**config.mk**
```make
export PLATFORM = sky130hd
export DESIGN_NAME = disp_timing_gen
export DESIGN_NICKNAME = d
export VERILOG_FILES = /design/src/rtl/dtg_pkg.sv /design/src/rtl/dtg_regfile.sv /design/src/rtl/dtg_axis.sv /design/src/rtl/disp_timing_gen.sv
export SDC_FILE = /design/constraint.sdc
export NUM_CORES = 1
export LEC_CHECK = 0
export BUFFER_PORTS_ARGS = -buffer_cell sky130_fd_sc_hd__buf_2
export CAP_MARGIN = 20
export CORE_MARGIN = 4
export CORE_UTILIZATION = 35
export CTS_CLUSTER_DIAMETER = 80
export DETAILED_ROUTE_END_ITERATION = 12
export PLACE_DENSITY_LB_ADDON = 0.05
export SLEW_MARGIN = 40
export SYNTH_ARGS = -nofsm -noshare
export SYNTH_HDL_FRONTEND = slang
export SYNTH_SLANG_ARGS = --single-unit
```
**constraint.sdc**
```tcl
create_clock -name clk -period 3.7 [get_ports clk]
set_input_delay 0 -clock clk [delete_from_list [all_inputs] [get_ports clk]]
set_output_delay 0 -clock clk [all_outputs]
set_load 0.01 [all_outputs]
```
**src/rtl/dtg_pkg.sv**
```systemverilog
// Shared constants and types for the raster timing generator.
// Assumes a 32-bit register word carrying two 16-bit fields.
package dtg_pkg;
    localparam int DW = 32;
    localparam int FW = 16;
    localparam logic [DW-1:0] UNLOCK_KEY = 32'h0000_4758;

    localparam int ADDR_LOCK  = 0;
    localparam int ADDR_CFG   = 1;
    localparam int ADDR_HACT  = 2;
    localparam int ADDR_VACT  = 5;
    localparam int ADDR_PITCH = 8;
    localparam int ADDR_LSIZE = 9;
    localparam int NTIM       = 6;

    localparam int CFG_RUN_BIT = 0;
    localparam int CFG_GFX_BIT = 1;

    // Per-axis timing values, each stored as count minus one
    typedef struct packed {
        logic [FW-1:0] act;
        logic [FW-1:0] tot;
        logic [FW-1:0] bs;
        logic [FW-1:0] be;
        logic [FW-1:0] ss;
        logic [FW-1:0] se;
    } axis_t;
endpackage

```
**src/rtl/dtg_regfile.sv**
```systemverilog
// Register file with write lock for the raster timing generator.
// Holds the lock state, the configuration bits, six timing words, the pitch
// and the line size. The lock register itself can always be written.
// A read is registered and returns the stored word one clock later.
module dtg_regfile
    import dtg_pkg::*;
#(
    parameter int AW = 4,
    parameter int PW = 16
) (
    input  logic          clk,
    input  logic          rst_n,
    input  logic          wr_en,
    input  logic [AW-1:0] addr,
    input  logic [DW-1:0] wr_data,
    output logic [DW-1:0] rd_data,
    output logic          unlocked,
    output logic          tgen_en,
    output logic          gfx_en,
    output axis_t         h_prog,
    output axis_t         v_prog,
    output logic [PW-1:0] pitch,
    output logic [PW-1:0] lsize
);
    logic [1:0]    cfg_q;
    logic [PW-1:0] pitch_q;
    logic [PW-1:0] lsize_q;
    logic [DW-1:0] tim_q [NTIM];
    logic          wr_ok;
    logic [DW-1:0] rd_mux;

    assign wr_ok = wr_en && unlocked;

    // Lock state: the key opens it, any other value closes it
    always_ff @(posedge clk) begin
        if (!rst_n)
            unlocked <= 1'b0;
        else if (wr_en && addr == AW'(ADDR_LOCK))
            unlocked <= (wr_data == UNLOCK_KEY);
    end

    // Configuration, pitch and size registers, written only while unlocked
    always_ff @(posedge clk) begin
        if (!rst_n) begin
            cfg_q   <= '0;
            pitch_q <= '0;
            lsize_q <= '0;
        end else if (wr_ok) begin
            if (addr == AW'(ADDR_CFG))   cfg_q   <= wr_data[1:0];
            if (addr == AW'(ADDR_PITCH)) pitch_q <= wr_data[PW-1:0];
            if (addr == AW'(ADDR_LSIZE)) lsize_q <= wr_data[PW-1:0];
        end
    end

    // Timing words, written only while unlocked
    always_ff @(posedge clk) begin
        if (!rst_n) begin
            for (int i = 0; i < NTIM; i++) tim_q[i] <= '0;
        end else if (wr_ok) begin
            for (int i = 0; i < NTIM; i++)
                if (addr == AW'(ADDR_HACT + i)) tim_q[i] <= wr_data;
        end
    end

    // Read selection
    always_comb begin
        rd_mux = '0;
        if (addr == AW'(ADDR_LOCK))  rd_mux = {{(DW-1){1'b0}}, unlocked};
        if (addr == AW'(ADDR_CFG))   rd_mux = {{(DW-2){1'b0}}, cfg_q};
        if (addr == AW'(ADDR_PITCH)) rd_mux = DW'(pitch_q);
        if (addr == AW'(ADDR_LSIZE)) rd_mux = DW'(lsize_q);
        for (int i = 0; i < NTIM; i++)
            if (addr == AW'(ADDR_HACT + i)) rd_mux = tim_q[i];
    end

    // Registered read data
    always_ff @(posedge clk) begin
        if (!rst_n) rd_data <= '0;
        else        rd_data <= rd_mux;
    end

    assign tgen_en = cfg_q[CFG_RUN_BIT];
    assign gfx_en  = cfg_q[CFG_GFX_BIT];
    assign pitch   = pitch_q;
    assign lsize   = lsize_q;

    // Unpack the timing words: low half first value, high half second value
    assign h_prog = '{act: tim_q[0][FW-1:0], tot: tim_q[0][DW-1:FW],
                      bs:  tim_q[1][FW-1:0], be:  tim_q[1][DW-1:FW],
                      ss:  tim_q[2][FW-1:0], se:  tim_q[2][DW-1:FW]};
    assign v_prog = '{act: tim_q[3][FW-1:0], tot: tim_q[3][DW-1:FW],
                      bs:  tim_q[4][FW-1:0], be:  tim_q[4][DW-1:FW],
                      ss:  tim_q[5][FW-1:0], se:  tim_q[5][DW-1:FW]};
endmodule

```
**src/rtl/dtg_axis.sv**
```systemverilog
// One raster axis: a working copy of the timing values plus a counter and
// region decode. The counter holds at zero while run is low and advances on
// step, wrapping after the total. The working copy is reloaded when load is high.
// Assumes CW is wide enough for the programmed totals.
module dtg_axis
    import dtg_pkg::*;
#(
    parameter int CW = 16
) (
    input  logic          clk,
    input  logic          rst_n,
    input  logic          run,
    input  logic          step,
    input  logic          load,
    input  axis_t         prog,
    output logic [CW-1:0] cnt,
    output logic          last,
    output logic          in_act,
    output logic          in_blank,
    output logic          in_sync,
    output logic          blank_start,
    output logic          pre_active
);
    axis_t         work;
    logic [CW-1:0] act_c, tot_c, bs_c, be_c, ss_c, se_c;

    // Working copy of the timing values, refreshed only at frame start
    always_ff @(posedge clk) begin
        if (!rst_n)    work <= '0;
        else if (load) work <= prog;
    end

    assign act_c = CW'(work.act);
    assign tot_c = CW'(work.tot);
    assign bs_c  = CW'(work.bs);
    assign be_c  = CW'(work.be);
    assign ss_c  = CW'(work.ss);
    assign se_c  = CW'(work.se);

    // Position counter with wrap at the total
    always_ff @(posedge clk) begin
        if (!rst_n || !run) cnt <= '0;
        else if (step)      cnt <= last ? '0 : cnt + 1'b1;
    end

    assign last        = (cnt == tot_c);
    assign in_act      = (cnt <= act_c);
    assign in_blank    = (cnt > bs_c) && (cnt <= be_c);
    assign in_sync     = (cnt >= ss_c) && (cnt <= se_c);
    assign blank_start = ({1'b0, cnt} == ({1'b0, act_c} + 1'b1));
    assign pre_active  = last || (cnt < act_c);
endmodule

```
**src/rtl/disp_timing_gen.sv**
```systemverilog
// Register-programmed raster timing generator, top level.
// Joins the register file to a horizontal and a vertical axis. The vertical
// axis steps at each horizontal wrap, and both working copies reload at frame
// start or while the generator is disabled. Outputs are gated by the enable bit.
module disp_timing_gen
    import dtg_pkg::*;
#(
    parameter int AW = 4,
    parameter int CW = 16,
    parameter int PW = 16
) (
    input  logic          clk,
    input  logic          rst_n,
    input  logic          wr_en,
    input  logic [AW-1:0] addr,
    input  logic [31:0]   wr_data,
    output logic [31:0]   rd_data,
    output logic [CW-1:0] pix_x,
    output logic [CW-1:0] line_y,
    output logic          de,
    output logic          blank,
    output logic          hsync,
    output logic          vsync,
    output logic          fetch_req,
    output logic [PW-1:0] fetch_pitch,
    output logic [PW-1:0] fetch_size
);
    logic  unlocked, tgen_en, gfx_en;
    axis_t h_prog, v_prog;
    logic  frame_load;
    logic  h_last, h_act, h_blank, h_sync, h_bstart, h_pre;
    logic  v_last, v_act, v_blank, v_sync, v_bstart, v_pre;

    dtg_regfile #(.AW(AW), .PW(PW)) u_regs (
        .clk(clk), .rst_n(rst_n), .wr_en(wr_en), .addr(addr),
        .wr_data(wr_data), .rd_data(rd_data), .unlocked(unlocked),
        .tgen_en(tgen_en), .gfx_en(gfx_en), .h_prog(h_prog), .v_prog(v_prog),
        .pitch(fetch_pitch), .lsize(fetch_size)
    );

    // Reload the timing values while idle or on the last pixel of a frame
    assign frame_load = !tgen_en || (h_last && v_last);

    dtg_axis #(.CW(CW)) u_h (
        .clk(clk), .rst_n(rst_n), .run(tgen_en), .step(1'b1), .load(frame_load),
        .prog(h_prog), .cnt(pix_x), .last(h_last), .in_act(h_act),
        .in_blank(h_blank), .in_sync(h_sync), .blank_start(h_bstart),
        .pre_active(h_pre)
    );

    dtg_axis #(.CW(CW)) u_v (
        .clk(clk), .rst_n(rst_n), .run(tgen_en), .step(h_last), .load(frame_load),
        .prog(v_prog), .cnt(line_y), .last(v_last), .in_act(v_act),
        .in_blank(v_blank), .in_sync(v_sync), .blank_start(v_bstart),
        .pre_active(v_pre)
    );

    // Output decode, all forced inactive while the generator is disabled
    always_comb begin
        de        = tgen_en && gfx_en && h_act && v_act;
        blank     = tgen_en && (h_blank || v_blank);
        hsync     = tgen_en && h_sync;
        vsync     = tgen_en && v_sync;
        fetch_req = tgen_en && h_bstart && v_pre;
    end
endmodule

```
==> metrics <==
status finished clean; # Post-CTS Setup Buffers 0; M1 WL 38240 um; CP cell instances ha_1, a21o_1, a21o_1, a221o_1, a221o_1, o221ai_1, o32ai_1, buf_2; IO Count 140; Worst Tran Pin Value 0.7820 ns; total track usage 0.2218; multi-input logic area 11680 um2; Die Width 272.2 um; Synth Cell Area 24440 um2; PortBufs 139; # setup viols final 0; WL met3 3924 um; largest registers u_regs.tim_q x192, u_regs.rd_data x32; Max-Cap Viols 0; drt drc 0; reg-to-reg startpoint u_v.cnt[15]; PwrDens 421.1 nW/um2; Buf/Inv on CP 1; top-count cell post-synth nand2_1; Post-synth top cells nand2_1, dfxtp_1, and2_1, edfxtp_1, a21boi_1; Gate Count Post-Synth 2593; global-route wire length before repair 124900 um; Syn Nets 2795; crit path max-delay cell type dfxtp_1; hold wc startpoint rst_n; vias in the first global route 19201; routed vias/inst 5.110; Pins Over Slew Limit 0; via count 19018; Initial Util 0.3544; GRT overflow 0; Unique masters post-synth 70; non-filler instance count after layout 3722; Register Area 11590 um2; min-delay worst type in2reg; fin area 28440 um2; Top FF cell, synth dfxtp_1; Post-synth EDFFs 192; worst-path fanout max 9; Crit. Startpoint u_h.cnt[9]; period utilization 0.9620; CP startpoint kind flop; Synth top area share 0.2384; clk sinks 483; Fillers 6974; Finished Core Util 0.4124; clock transition at the registers of the reported paths 0.06 ns; crit path DAT 3.56 ns; Fmax 281.0 MHz; CP endpoint kind output pin; met2 wire len 38940 um; share of post-route cells with drive strength above 1 0.1121; RePlAce Congestion 0.8452; max_slew headroom 0.4787; Pre-antenna DRT Iters 6; largest net degree at the start of global routing 180; Clock Skews 0.02011 ns; Clock Latency Late Sink 0.61 ns; Leak 11.67 nW; number of synthesized register bits 483; CP top delay family compound AO/OA/AOI/OAI gates; Largest register FFs 192; Yosys top cell by area dfxtp_1; critical path type reg2out; num rows 96; crit path time final 3.559 ns; clock root buffer clkbuf_16; Placed Cells incl. Taps 3582; wire per inst 22.49 um; core area 68950 um2; diodes inserted 0; nets@finish 2945; initial DRC count 1216; Largest Register u_regs.tim_q; Critical Path Max Stage Delay 0.61 ns; max layer used met5; CTS H-Tree Depth 2; Worst VDD drop 0.3261 mV; Die Area 74110 um2; Layout area overhead 16.37%; DP HPWL 59740 um; top cells by area, synth dfxtp_1, edfxtp_1, ha_1; Final Hold Vio Count 0; CTS Buf Count 57; post-place instance area 26310 um2; final setup TNS 0 ns; synth warn 0; RSZ-0062 raised after global routing no; total wire length 83700 um; CTS tree done; syn_area_per_cell 9.424 um2; initial antenna violation count 3; clock buffer depth 3; Worst EP required 3.70 ns; register area share after synthesis 0.4743; Async SR Flop Fraction 0; Routed Antenna Nets 0; Die Y 272.2 um
[kinds of logic after synthesis]
family                     synth area share
AOI/OAI and AO/OA                    0.1583
buffers and inverters               0.05202
xor gates and xnor gates            0.02673
DFF                                  0.4743
and+or+nand+nor                      0.1899
muxes                               0.01521
adders and majority gates           0.08346
[layout by cell type, fill, tap and decap left out, types with 11 or more instances in the layout]
cell,Yosys,layout
a211oi_1,13,13
a21boi_0,66,66
a21boi_1,180,180
a21o_1,35,35
a21oi_1,75,75
a221oi_1,17,17
a22oi_1,27,27
and2_1,197,197
and4_1,11,11
buf_2,19,138
buf_4,19,57
clkbuf_1,101,26
clkbuf_16,0,59
dfxtp_1,291,291
dlygate4sd3_1,0,33
edfxtp_1,192,192
ha_1,163,163
inv_1,164,164
mux2i_1,27,27
nand2_1,503,503
nand3_1,32,32
nand4_1,34,34
nor2_1,110,109
nor2b_1,18,18
nor3_1,20,17
nor4_1,18,18
o21ai_0,45,41
o221ai_1,12,12
o22ai_1,19,19
xnor2_1,12,12
xor2_1,60,60
[stage by stage]
stage,hold WS (ns),total power [mW],setup WS (ns)
global route,0.1027,12.44,0.1361
floorplan,0.1449,6.286,0.1228
global placement,0.3854,6.622,0.6877
detailed placement,0.3890,6.628,0.6490
CTS,0.08857,12.14,0.2107
finish,0.08175,11.97,0.1407
[worst min-delay path, cell delays in order]
cell and delay [ns]:
buf_6 0.12, buf_12 0.29, a21boi_1 0.22
[timing repair]
action,4_1_cts,5_1_grt
gates resized for setup,0,0
hold buffers,33,0
hold endpoints to repair,227,0
[final cells by class]
cell class	instances	share of cell area
Clock buffer	92	0.05874
Clock inverter	15	0.004444
Inverter	164	0.02165
Multi-Input combinational cell	1801	0.4106
Sequential cell	483	0.4076
Tap cell	931	0.04096
Timing Repair Buffer	236	0.05597
[layer usage]
metal | vias to the layer above | track usage
met5 | - | 0
met4 | 2 | 0.06848
met3 | 108 | 0.03444
met2 | 438 | 0.3665
met1 | 9212 | 0.3001
li1 | 9258 | -
[where the power goes]
part | total [mW] | switching [mW] | internal (mW)
combinational | 0.725 | 0.460 | 0.266
clock | 5.44 | 2.23 | 3.21
sequential | 5.81 | 0.122 | 5.69
[final timing paths]
kind                  end  slack [ns]  cells after the start
max                 blank        0.14                      8
max reg2reg  u_h.bs_c[10]        0.63                      7
min reg2reg  u_v.act_c[3]        0.45                      2
min           u_h.be_c[3]        0.08                      3
Power figures use the tool's default switching activity.
